[src/rtl/perf_mon_unit.sv]
module perf_mon_unit #(
  parameter int NUM_EVT = 6,
  parameter int DIV_W = 6,
  parameter logic [7:0] IMPL_CODE = 8'hC3,
  parameter logic [7:0] ID_CODE = 8'h27
) (
  input  logic               clk,
  input  logic               rst_n,
  input  logic               reg_wr,
  input  logic [3:0]         reg_addr,
  input  logic [31:0]        reg_wdata,
  output logic [31:0]        reg_rdata,
  input  logic               cyc_tick,
  input  logic [NUM_EVT-1:0] evt_pulse,
  input  logic               count_permit,
  input  logic               hi_priv,
  input  logic [4:0]         part_n
);
  localparam logic [31:0] OVF_MASK = 32'h8000_0000 | 32'((64'd1 << NUM_EVT) - 64'd1);

  logic long_ovf, perm_gate, export_en, div64, enable;
  logic [63:0] cyc_q;
  logic [NUM_EVT-1:0][31:0] evt_q;
  logic [31:0] ovf_q;
  logic [DIV_W-1:0] pre_q;

  wire ctl_wr  = reg_wr && reg_addr == 4'd0;
  wire ovf_wr  = reg_wr && reg_addr == 4'd1;
  wire cyc_wlo = reg_wr && reg_addr == 4'd2;
  wire cyc_whi = reg_wr && reg_addr == 4'd3;
  wire cyc_clr = ctl_wr && reg_wdata[2];
  wire evt_cmd = ctl_wr && reg_wdata[1];

  wire cyc_run = enable && cyc_tick && !(perm_gate && !count_permit);
  wire cyc_inc = cyc_run && (!div64 || &pre_q);
  wire [63:0] cyc_nxt = cyc_q + 64'd1;
  wire cyc_ovf = cyc_inc && !cyc_clr && !cyc_wlo && !cyc_whi &&
                 (long_ovf ? (cyc_q[63] && !cyc_nxt[63]) : (cyc_q[31] && !cyc_nxt[31]));

  logic [NUM_EVT-1:0] rsv, evt_clr, evt_wr, evt_inc, evt_ovf;
  always_comb begin
    for (int i = 0; i < NUM_EVT; i++) begin
      rsv[i]     = i >= int'(part_n);
      evt_clr[i] = evt_cmd && (hi_priv || !rsv[i]);
      evt_wr[i]  = reg_wr && reg_addr == 4'(4 + i);
      evt_inc[i] = evt_pulse[i] && (enable || rsv[i]);
      evt_ovf[i] = evt_inc[i] && !evt_clr[i] && !evt_wr[i] && &evt_q[i];
    end
  end

  wire [31:0] ovf_set = {cyc_ovf, 31'b0} | 32'(evt_ovf);
  wire [31:0] ovf_wipe = ovf_wr ? (reg_wdata & OVF_MASK) : 32'b0;

  always_ff @(posedge clk) begin
    if (!rst_n) begin
      {long_ovf, perm_gate, export_en, div64, enable} <= '0;
      cyc_q <= '0;
      evt_q <= '0;
      ovf_q <= '0;
      pre_q <= '0;
    end else begin
      if (ctl_wr)
        {long_ovf, perm_gate, export_en, div64} <= reg_wdata[6:3];
      if (ctl_wr)
        enable <= reg_wdata[0];

      if (cyc_clr)
        pre_q <= '0;
      else if (cyc_run && div64)
        pre_q <= pre_q + 1'b1;

      if (cyc_clr)
        cyc_q <= '0;
      else if (cyc_wlo)
        cyc_q[31:0] <= reg_wdata;
      else if (cyc_whi)
        cyc_q[63:32] <= reg_wdata;
      else if (cyc_inc)
        cyc_q <= cyc_nxt;

      for (int i = 0; i < NUM_EVT; i++) begin
        if (evt_clr[i])
          evt_q[i] <= '0;
        else if (evt_wr[i])
          evt_q[i] <= reg_wdata;
        else if (evt_inc[i])
          evt_q[i] <= evt_q[i] + 32'd1;
      end

      ovf_q <= (ovf_q & ~ovf_wipe) | ovf_set;
    end
  end

  wire [31:0] ctrl_rd = {IMPL_CODE, ID_CODE, 5'(NUM_EVT), 4'b0,
                         long_ovf, perm_gate, export_en, div64, 2'b00, enable};

  always_comb begin
    reg_rdata = '0;
    case (reg_addr)
      4'd0: reg_rdata = ctrl_rd;
      4'd1: reg_rdata = ovf_q;
      4'd2: reg_rdata = cyc_q[31:0];
      4'd3: reg_rdata = cyc_q[63:32];
      default: begin
        for (int i = 0; i < NUM_EVT; i++)
          if (reg_addr == 4'(4 + i)) reg_rdata = evt_q[i];
      end
    endcase
  end
endmodule

[config.mk]
export PLATFORM = sky130hd
export DESIGN_NAME = perf_mon_unit
export DESIGN_NICKNAME = d
export VERILOG_FILES = /design/src/rtl/perf_mon_unit.sv
export SDC_FILE = /design/constraint.sdc
export NUM_CORES = 1
export LEC_CHECK = 0
export CELL_PAD_IN_SITES_DETAIL_PLACEMENT = 1
export CELL_PAD_IN_SITES_GLOBAL_PLACEMENT = 1
export CORE_MARGIN = 2
export CORE_UTILIZATION = 46
export DETAILED_ROUTE_END_ITERATION = 6
export PLACE_DENSITY_LB_ADDON = 0.1
export SYNTH_ARGS = -nofsm -noshare
export SYNTH_HDL_FRONTEND = slang
export SYNTH_SLANG_ARGS = --single-unit
[constraint.sdc]
create_clock -name clk -period 2.95 [get_ports clk]
set_clock_uncertainty 0.2 [all_clocks]
set_input_delay 0.59 -clock clk [delete_from_list [all_inputs] [get_ports clk]]
set_output_delay 0.59 -clock clk [all_outputs]
set_load 0.05 [all_outputs]
Yosys cells after proc, flatten, opt, wreduce, memory -nomap -nowiden:

Cells that the tools add are included.
W data, S select, Z words.

* flip-flop bits (word level): 299
* bits in latches: 0
* memory bits (writable): 0
* memory bits (read-only): 0
* input bits: 53
* output and inout bits: 32
* word-level logic and storage cells: 187
* memories: 0

* add/subtract/negate cells: 8
* multipliers: 0
* div/mod/pow operators: 0
* $lt $le $gt $ge: 6
* equality and inequality tests: 10
* shift operators: 0
* muxes and demuxes: 25
* bitwise operators: 6
* reduce and logical (&&, ||, !) cells: 117

Operator list (number)
* $mux W32: 22
* $add A32 B1 Y32 const B: 6
* $reduce_and A32 Y1: 6
* $pmux W32 S4: 1
* $add A64 B1 Y64 const B: 1
* $mux W64: 1
* $logic_and A1 B1 Y1: 53
* $and A32 B32 Y32: 1
* $not A32 Y32: 1
* $or A32 B32 Y32: 1
* $or A32 B6 Y32: 1
* $logic_not A1 Y1: 26
* $eq A4 B3 Y1 const B: 4
* $reduce_bool A2 Y1: 8
* $reduce_or A2 Y1: 7
* $logic_or A1 B1 Y1: 13
* $ge A1 B5 Y1 const A: 2
* $ge A2 B5 Y1 const A: 2
* $ge A3 B5 Y1 const A: 2
* $eq A4 B2 Y1 const B: 2
* $eq A4 B4 Y1 const B: 2
* $add A6 B1 Y6 const B: 1
* $reduce_and A6 Y1: 1
* $eq A4 B1 Y1 const B: 1
* 5 further kinds: 7

Longest topological paths before layout:

Gate-level depths: netlist (run 1).

* word-level depth: 11
* gate-level depth with buffers: 12
* gate-level depth less buffers: 11

Least setup slack after synthesis (run 1):

No wires, ideal clock.

* path kind: in2out
* start: input reg_addr[0]
* end: output reg_rdata[14]
* arrival time: 2983 ps
* required time: 2160 ps
* path slack: -823 ps
* stages: 6
* buffers on the path: 4
* path through: buf_2 -> buf_2 -> clkbuf_1 -> clkbuf_1 -> mux2i_1 -> o21ai_0

* word-level cells in the longest chain between the ends: 8
* elaborated cells on any way between the ends: 17
* classes of those cells: eq/ne: 9; mux: 7; reduce/logical: 1

RTL lines
* start: declaration: line 10 `input logic [3:0] reg_addr,`
* $eq A4 B3 Y1: line 106 `if (reg_addr == 4'(4 + i)) reg_rdata = evt_q[i];`
* $mux W32 (6 in series): line 106
* $pmux W32 S4 (*): line 99 `case (reg_addr)`
* end: declaration: line 12 `output logic [31:0] reg_rdata,`

Mark *: on every way between the ends. The rest lies on a longest branch, timed or not.

Worst setup path after layout (run 1):

* start: register cyc_q[12]
* end: output reg_rdata[12]

* word-level cells in the longest chain between the ends: 1

RTL lines
* start: declaration: line 22 `logic [63:0] cyc_q;`
* start signal: assignment: line 75 `cyc_q[31:0] <= reg_wdata;`
* start signal: assignment: line 79 `cyc_q <= cyc_nxt;`
* $pmux W32 S4: line 99

No other way between the ends.

==> results.txt, run 1 <==
----------------------------------------------------
[STA]
  Final hold violations ... 0
  Number of max-slew violations in the final report ... 0
  Final period utilization ... 1.08
  Setup TNS ... -0.394 ns
  Post-route minimum period ... 3.19 ns
  Worst-margin pin slew ... 0.932 ns
  Max Freq ... between 300 and 400 MHz
  RSZ-0062 raised after global routing ... true
  Final setup vio count ... 9
  Worst relative slew slack ... 0.372
  Final worst hold slack ... around 0.28 ns
  Setup slack of the critical path after layout ... -0.237 ns

[Power]
  Total power divided by cell area ... approximately 420 nW/um^2
  Proportion of power drawn by the clock network ... 0.464
  Switch Pwr ... roughly 2.7 mW
  Total power ... around 9.8 mW
  Share of total power in combinational logic ... 0.129
  Standby leakage power ... approximately 8 nW
  Worst vdd rail ir drop ... around 0.37 mV
  Switch share ... 0.279
  Seq pwr share ... 0.407
  Cell-internal power ... about 7.1 mW

[Yosys]
  Share of synthesized area occupied by flip-flops and latches ... 0.319
  Top cell types by occurrence after synthesis ... 296 x nor2_1, 274 x dfxtp_1, 203 x a211oi_1
  Number of distinct library cells after synthesis ... 84
  Most frequent cell after synthesis ... nor2_1
  Main flop type after synthesis ... dfxtp_1
  Cell types occupying the most area after synthesis ... dfxtp_1 32%, a211oi_1 8.9%, nor2_1 6.5%
  Post-synth EDFFs ... 0
  Netlist area before placement ... roughly 17000 sq um
  Largest area contributor in the netlist ... dfxtp_1
  Share of Yosys cell area claimed by the top area cell type ... 0.319
  Flop and latch count out of synthesis ... roughly 270
  Number of nets in the synthesized netlist ... about 2.3k
  Synth warnings ... 0
  Average instance area after synthesis ... ~7.7 sq um
  Share of flip-flops with an asynchronous set or reset after synthesis ... 0
  Post-synthesis cell count ... between 2k and 2.5k

[Cells and area]
  Fill count ... approximately 4.3k
  Footprint of the multi-input gates ... between 10000 and 15000 sq um
  Area grow syn2layout ... 34.4%
  Share of post-route cells with drive strength above 1 ... 0.220
  Total Nets Final ... 2546
  FF/Latch Area ... ~5500 sq um
  Final design utilization ... 0.629
  Antenna diode count ... 0
  Filler-free cell count of the finished design ... between 2k and 3k

[Global routing]
  Largest net degree at the start of global routing ... 65
  Global-route wire length before repair ... around 130000 um
  Total gr overflow ... 0
  Number of antenna violations at the first check in global routing ... 0
  Tot GR Track Use ... 0.439
  Vias in the first global route ... approximately 20k

[Clock tree]
  Buffer cell driving the clock tree root ... clkbuf_16
  Buffers from clock root to sink, at most ... 3
  Clock transition at the registers of the reported paths ... approximately 0.060 ns
  Number of CTS-inserted buffers ... 36
  Htree depth ... 2
  Number of clock sinks seen by CTS ... 274
  Clock tree from TritonCTS ... done
  Hold bufs inserted after CTS ... 0
  Clk_lat worst skew ... about 0.56 ns

[Floorplan]
  Floorplan die width ... roughly 200 um
  Number of placement rows ... 70
  Number of top-level pins ... 85
  Initial standard-cell utilization of the core ... 0.468
  Standard cell core area ... roughly 37000 sq um
  Die H ... around 200 um
  Die area ... between 30000 and 40000 sq um

[Route]
  Antenna viol nets, final ... 0
  Vias post-DR ... 20.3k
  Detail-routed via count per cell ... a little under 7
  Iteration count of the initial detailed-routing pass ... 6
  DRC violations left ... 0
  Total length of routed wires ... around 87000 um
  Detailed-route wire length per cell ... about 29 um
  Count of routing violations after the opening detailed-route iteration ... roughly 2.3k

[Critical path]
  Arr. time, crit path ... between 2 and 2.5 ns
  Type of destination of the critical path ... output port
  Cells on worst reg2reg path ... 6
  Maximum fanout along the worst path ... 7
  Critical path data required time ... roughly 2.2 ns
  Critical path launch point type ... register
  Type of the setup path with the least slack ... reg -> out

[Status]
  Failing checks ... setup timing
  Status ... complete, but fails checks

[Placed design]
  Cells after DPL ... ~2.9k
  Detailed-placement wirelength estimate ... around 63000 um
  Count of input and output buffers ... 84
  Final weighted congestion of routability-driven global placement ... around 0.97

[Worst hold path]
  Type of the most critical hold path ... reg -> reg
  Cell count of the worst hold path ... 2

[Flow run]
  Max-cap violations ... 0

----------------------------------------------------
-- flip-flops by register name, summed over array words and instances (netlist names) --
signal     count
export_en      1
evt_q        192
perm_gate      1
div64          1
pre_q          6
cyc_q         64
long_ovf       1
ovf_q          7
enable         1
-- through the flow --
stage                     cell area, sq um  setup WS [ns]
after CTS                            22800        -0.0965
final                                23100         -0.237
after detailed placement             21100         -0.600
after global routing                 23100         -0.190
after global placement               21100         -0.543
after floorplan                      17500        -0.0276
-- repair_timing --
action | in CTS | in global routing
endpoints found under the setup margin | 32 | 37
cloned | 2 | 1
pin swaps | 19 | 24
setup buffers | 17 | 8
gates resized for setup | 72 | 54
-- layout by cell type (no fill, tap or decap), types with 31 or more instances in the layout --
| master | count |
|---|---|
| a21oi_1 | 64 |
| nand3_1 | 125 |
| dfxtp_1 | 271 |
| o21ai_0 | 43 |
| a22oi_1 | 68 |
| inv_1 | 35 |
| nor3_1 | 54 |
| xor2_1 | 113 |
| xnor2_1 | 74 |
| buf_12 | 65 |
| nor2_1 | 293 |
| clkbuf_16 | 39 |
| clkdlybuf4s50_1 | 48 |
| buf_4 | 272 |
| a211oi_1 | 203 |
| nand2_1 | 171 |
| nand4_1 | 78 |
| and3_1 | 31 |
-- power groups by stage --
stage	combinational [mW]	clock, mW	sequential, mW
2_1_floorplan	0.548	0	3.98
3_3_place_gp	1.12	0	4.04
3_5_place_dp	1.15	0	4.04
4_1_cts	1.19	4.54	3.96
5_1_grt	1.30	4.71	3.98
6_report	1.26	4.54	3.98
-- final cells by class --
type                    count  area share
multi-input cells        1722       0.497
flip-flops and latches    274       0.238
repair buffers            413       0.182
clock buffers              54      0.0473
well taps                 468      0.0254
inverters                  36     0.00585
clock inverters            10     0.00482
-- logic make-up after synthesis --
family | after synthesis | share of synthesized area
multiplexers | 35 | 0.0235
adder cells (fa/ha/maj) | 10 | 0.00729
XOR/XNOR | 187 | 0.0954
flip-flops | 274 | 0.319
buffers and inverters | 228 | 0.0544
AO/OA/AOI/OAI | 571 | 0.236
AND/OR/NAND/NOR | 919 | 0.264
-- metal layers --
layer,GRT usage,part of all wire
met1,0.577,0.40
met2,0.662,0.43
met3,0.0847,0.099
met4,0.273,0.070
met5,0,0
-- critical path: stages (launching register included) --
cell,delay [ns]
dfxtp_1,0.38
buf_4,0.17
nor2b_1,0.05
o21ai_0,0.72
a221o_1,0.37
buf_12,0.16
-- final timing paths --
path                  start       endpoint  slack, ns
hold reg to reg    ovf_q[5]       ovf_q[5]       0.28
setup / recovery  cyc_q[12]  reg_rdata[12]      -0.24
setup reg to reg   evt_q[9]       ovf_q[0]       0.05
hold / removal     ovf_q[5]       ovf_q[5]       0.28
Note: power is estimated with default switching activity, not from simulation.
==> run 2: changes to the inputs <==
- CORE_ASPECT_RATIO: unset -> 1.4
- GPL_TIMING_DRIVEN: unset -> 0
==> results.txt, run 2 (synthesis results as in run 1) <==
----------------------------------------------------
[Clock tree]
  Buffer cell driving the clock tree root ... clkbuf_16
  Htree depth ... 2 (unchanged)
  Number of CTS-inserted buffers ... 34 (-5.6%)
  Clock tree from TritonCTS ... done
  Clk_lat worst skew ... 0.55 ns (about the same)
  Hold bufs inserted after CTS ... 0 (unchanged)
  Clock transition at the registers of the reported paths ... 0.07 ns (about the same)
  Number of clock sinks seen by CTS ... 274 (unchanged)
  Buffers from clock root to sink, at most ... 3 (unchanged)

[Placed design]
  Post-Place Setup Slack ... -2.38 ns (-1.78 ns)
  Detailed-placement wirelength estimate ... 66400 um (+5.7%)
  Final weighted congestion of routability-driven global placement ... 1.01 (+4.4%)
  Count of input and output buffers ... 51 (-39%)
  Placed instance area ... 18600 sq um (-12%)

[Global routing]
  Global-route wire length before repair ... 139000 um (+7.7%)
  Largest net degree at the start of global routing ... 14 (-78%)
  Number of antenna violations at the first check in global routing ... 6 (+6)
  Total gr overflow ... 0 (unchanged)
  Tot GR Track Use ... 0.480 (+0.0407)
  Vias in the first global route ... 21.6k (+5.7%)

[Critical path]
  Type of destination of the critical path ... register
  Cell-by-cell listing of the critical path ... clkdlybuf4s50_1 > clkbuf_1 > nand2_1 > clkbuf_2 > a211oi_1
  Type of the setup path with the least slack ... in -> reg
  Arr. time, crit path ... 3.63 ns (+1.23 ns)
  Crit-path max cell delay ... 0.89 ns (+0.17 ns)
  Maximum fanout along the worst path ... 10 (+3)
  Critical path launch point type ... input pin
  Critical path data required time ... 3.20 ns (+1.04 ns)
  Slowest cell on the critical path ... clkbuf_1

[Cells and area]
  Most common cell after layout, fill and taps aside ... nor2_1
  Share of post-route cells with drive strength above 1 ... 0.193 (-0.0271)
  Final cell area excluding filler cells ... 21900 sq um (-5.1%)
  Footprint of the multi-input gates ... 12000 sq um (+4.6%)
  Max FFs per register ... 192 (unchanged)
  Most frequent cells in the layout ... 290 x nor2_1, 257 x dfxtp_1, 197 x a211oi_1
  Total Nets Final ... 2439 (-4.2%)
  Area grow syn2layout ... 27.6%
  Fill count ... 4362 (+0.48%)
  Register with the highest flop count ... evt_q
  Largest registers ranked by flip-flop count ... evt_q (192), cyc_q (64), ovf_q (7)
  FF/Latch Area ... 5510 sq um (+0.41%)

[Route]
  Detailed-route wire length per cell ... 33.9 um (+16%)
  DRC violations left ... 2 (+2)
  Detail-routed via count per cell ... 7.21 (+5.7%)
  Total length of routed wires ... 97400 um (+12%)
  Count of routing violations after the opening detailed-route iteration ... 2068 (-8.7%)
  Antenna viol nets, final ... 0 (unchanged)
  Vias post-DR ... 20.7k (+1.9%)
  Wire length the detailed router placed on met1 ... 31600 um (-9.8%)
  Top sig layer ... met5
  Detail Route met3 WL ... 8510 um (-1.4%)
  Wire length on met2 ... 44800 um (+20%)
  Iteration count of the initial detailed-routing pass ... 7 (+1)

[Status]
  Status ... complete, but fails checks
  Failing checks ... DRC, setup timing

[STA]
  Final hold violations ... 0 (unchanged)
  Post-route minimum period ... 3.38 ns (+0.195 ns)
  Final setup vio count ... 154 (+145)
  Max Freq ... 296 MHz (-5.8%)
  Worst relative slew slack ... 0.235 (-0.137)
  RSZ-0062 raised after global routing ... true
  Setup slack of the critical path after layout ... -0.432 ns (-0.195 ns)
  Final period utilization ... 1.15 (+0.0662)
  Number of max-slew violations in the final report ... 0 (unchanged)
  Worst-margin pin slew ... 1.15 ns (+0.216 ns)

[Power]
  Total power divided by cell area ... 450 nW/um^2 (+6.4%)
  Standby leakage power ... 7.22 nW (-10%)
  Worst vdd rail ir drop ... 0.478 mV (+30%)

[Floorplan]
  Floorplan die width ... 167 um (-15%)
  Die area ... 38900 sq um (about the same)
  Number of placement rows ... 83 (+19%)
  Die H ... 233 um (+18%)
  Initial standard-cell utilization of the core ... 0.467 (-0.000828)
  Standard cell core area ... 36800 sq um (+0.18%)
  Number of top-level pins ... 85 (unchanged)

[Flow run]
  Max-cap violations ... 0 (unchanged)

[Worst hold path]
  Type of the most critical hold path ... in -> reg

----------------------------------------------------
[run 2: changes by cell type in the layout (fill, tap and decap cells not counted), moves of 36 or more]
cell             change
buf_12              -51
clkbuf_2            +40
clkbuf_1            +72
buf_4              -216
clkdlybuf4s50_1     -36
[run 2: routing by layer]
| metal | track usage | vias to the layer above |
|---|---|---|
| met5 | 0 | - |
| met2 | 0.799 | 1371 |
| met3 | 0.116 | 684 |
| li1 | - | 8547 |
| met1 | 0.480 | 10087 |
| met4 | 0.491 | 2 |
[run 2: power by group]
group / total (mW) / internal [mW] / switching, mW / leakage (nW)
sequential: 3.97 / 3.80 / 0.173 / 2.23
clock: 4.76 / 2.88 / 1.88 / 0.598
combinational: 1.13 / 0.370 / 0.765 / 4.40
[run 2: cell type report]
cell class	instances	area share
Multi-Input combinational cell	1722	0.547
Sequential cell	274	0.252
Timing Repair Buffer	123	0.0603
Buffer	185	0.0518
Clock buffer	43	0.0447
Tap cell	467	0.0267
Clock inverter	17	0.0113
Inverter	36	0.00617
Antenna cell	3	0.000343
[run 2: what timing repair did]
action                                  CTS  global route
gates resized for setup                 478           135
endpoints found under the setup margin  294           261
pin swaps                                48            42
buffers inserted                         46            23
cloned                                    5             0
[run 2: metrics by stage]
step | util | cells | setup TNS, ns | total power [mW] | hold slack [ns]
floorplan | - | 2224 | -0.188 | 4.53 | 0.229
global placement | 0.505 | 2742 | -281.22 | 4.90 | 0.242
global route | 0.596 | 2867 | -27.25 | 10.0 | 0.211
CTS | 0.582 | 2849 | -1.17 | 9.69 | 0.220
detailed placement | 0.505 | 2742 | -297.71 | 4.93 | 0.251
finish | 0.596 | 2870 | -31.68 | 9.87 | 0.220
[run 2: path summary, 6_finish.rpt]
kind / from / endpoint / slack [ns] / cells after the start
hold reg to reg: ovf_q[0] / ovf_q[0] / 0.26 / 2
setup / recovery: rst_n / evt_q[32] / -0.43 / 5
setup reg to reg: enable / evt_q[62] / -0.03 / 7
hold / removal: reg_wdata[28] / evt_q[92] / 0.22 / 3
[run 2: critical path: cells and delay by family]
| family | cells | cell delay, ns |
|---|---|---|
| and+or+nand+nor | 1 | 0.85 |
| AOI/OAI and AO/OA | 1 | 0.27 |
| buffers and inverters | 3 | 1.92 |
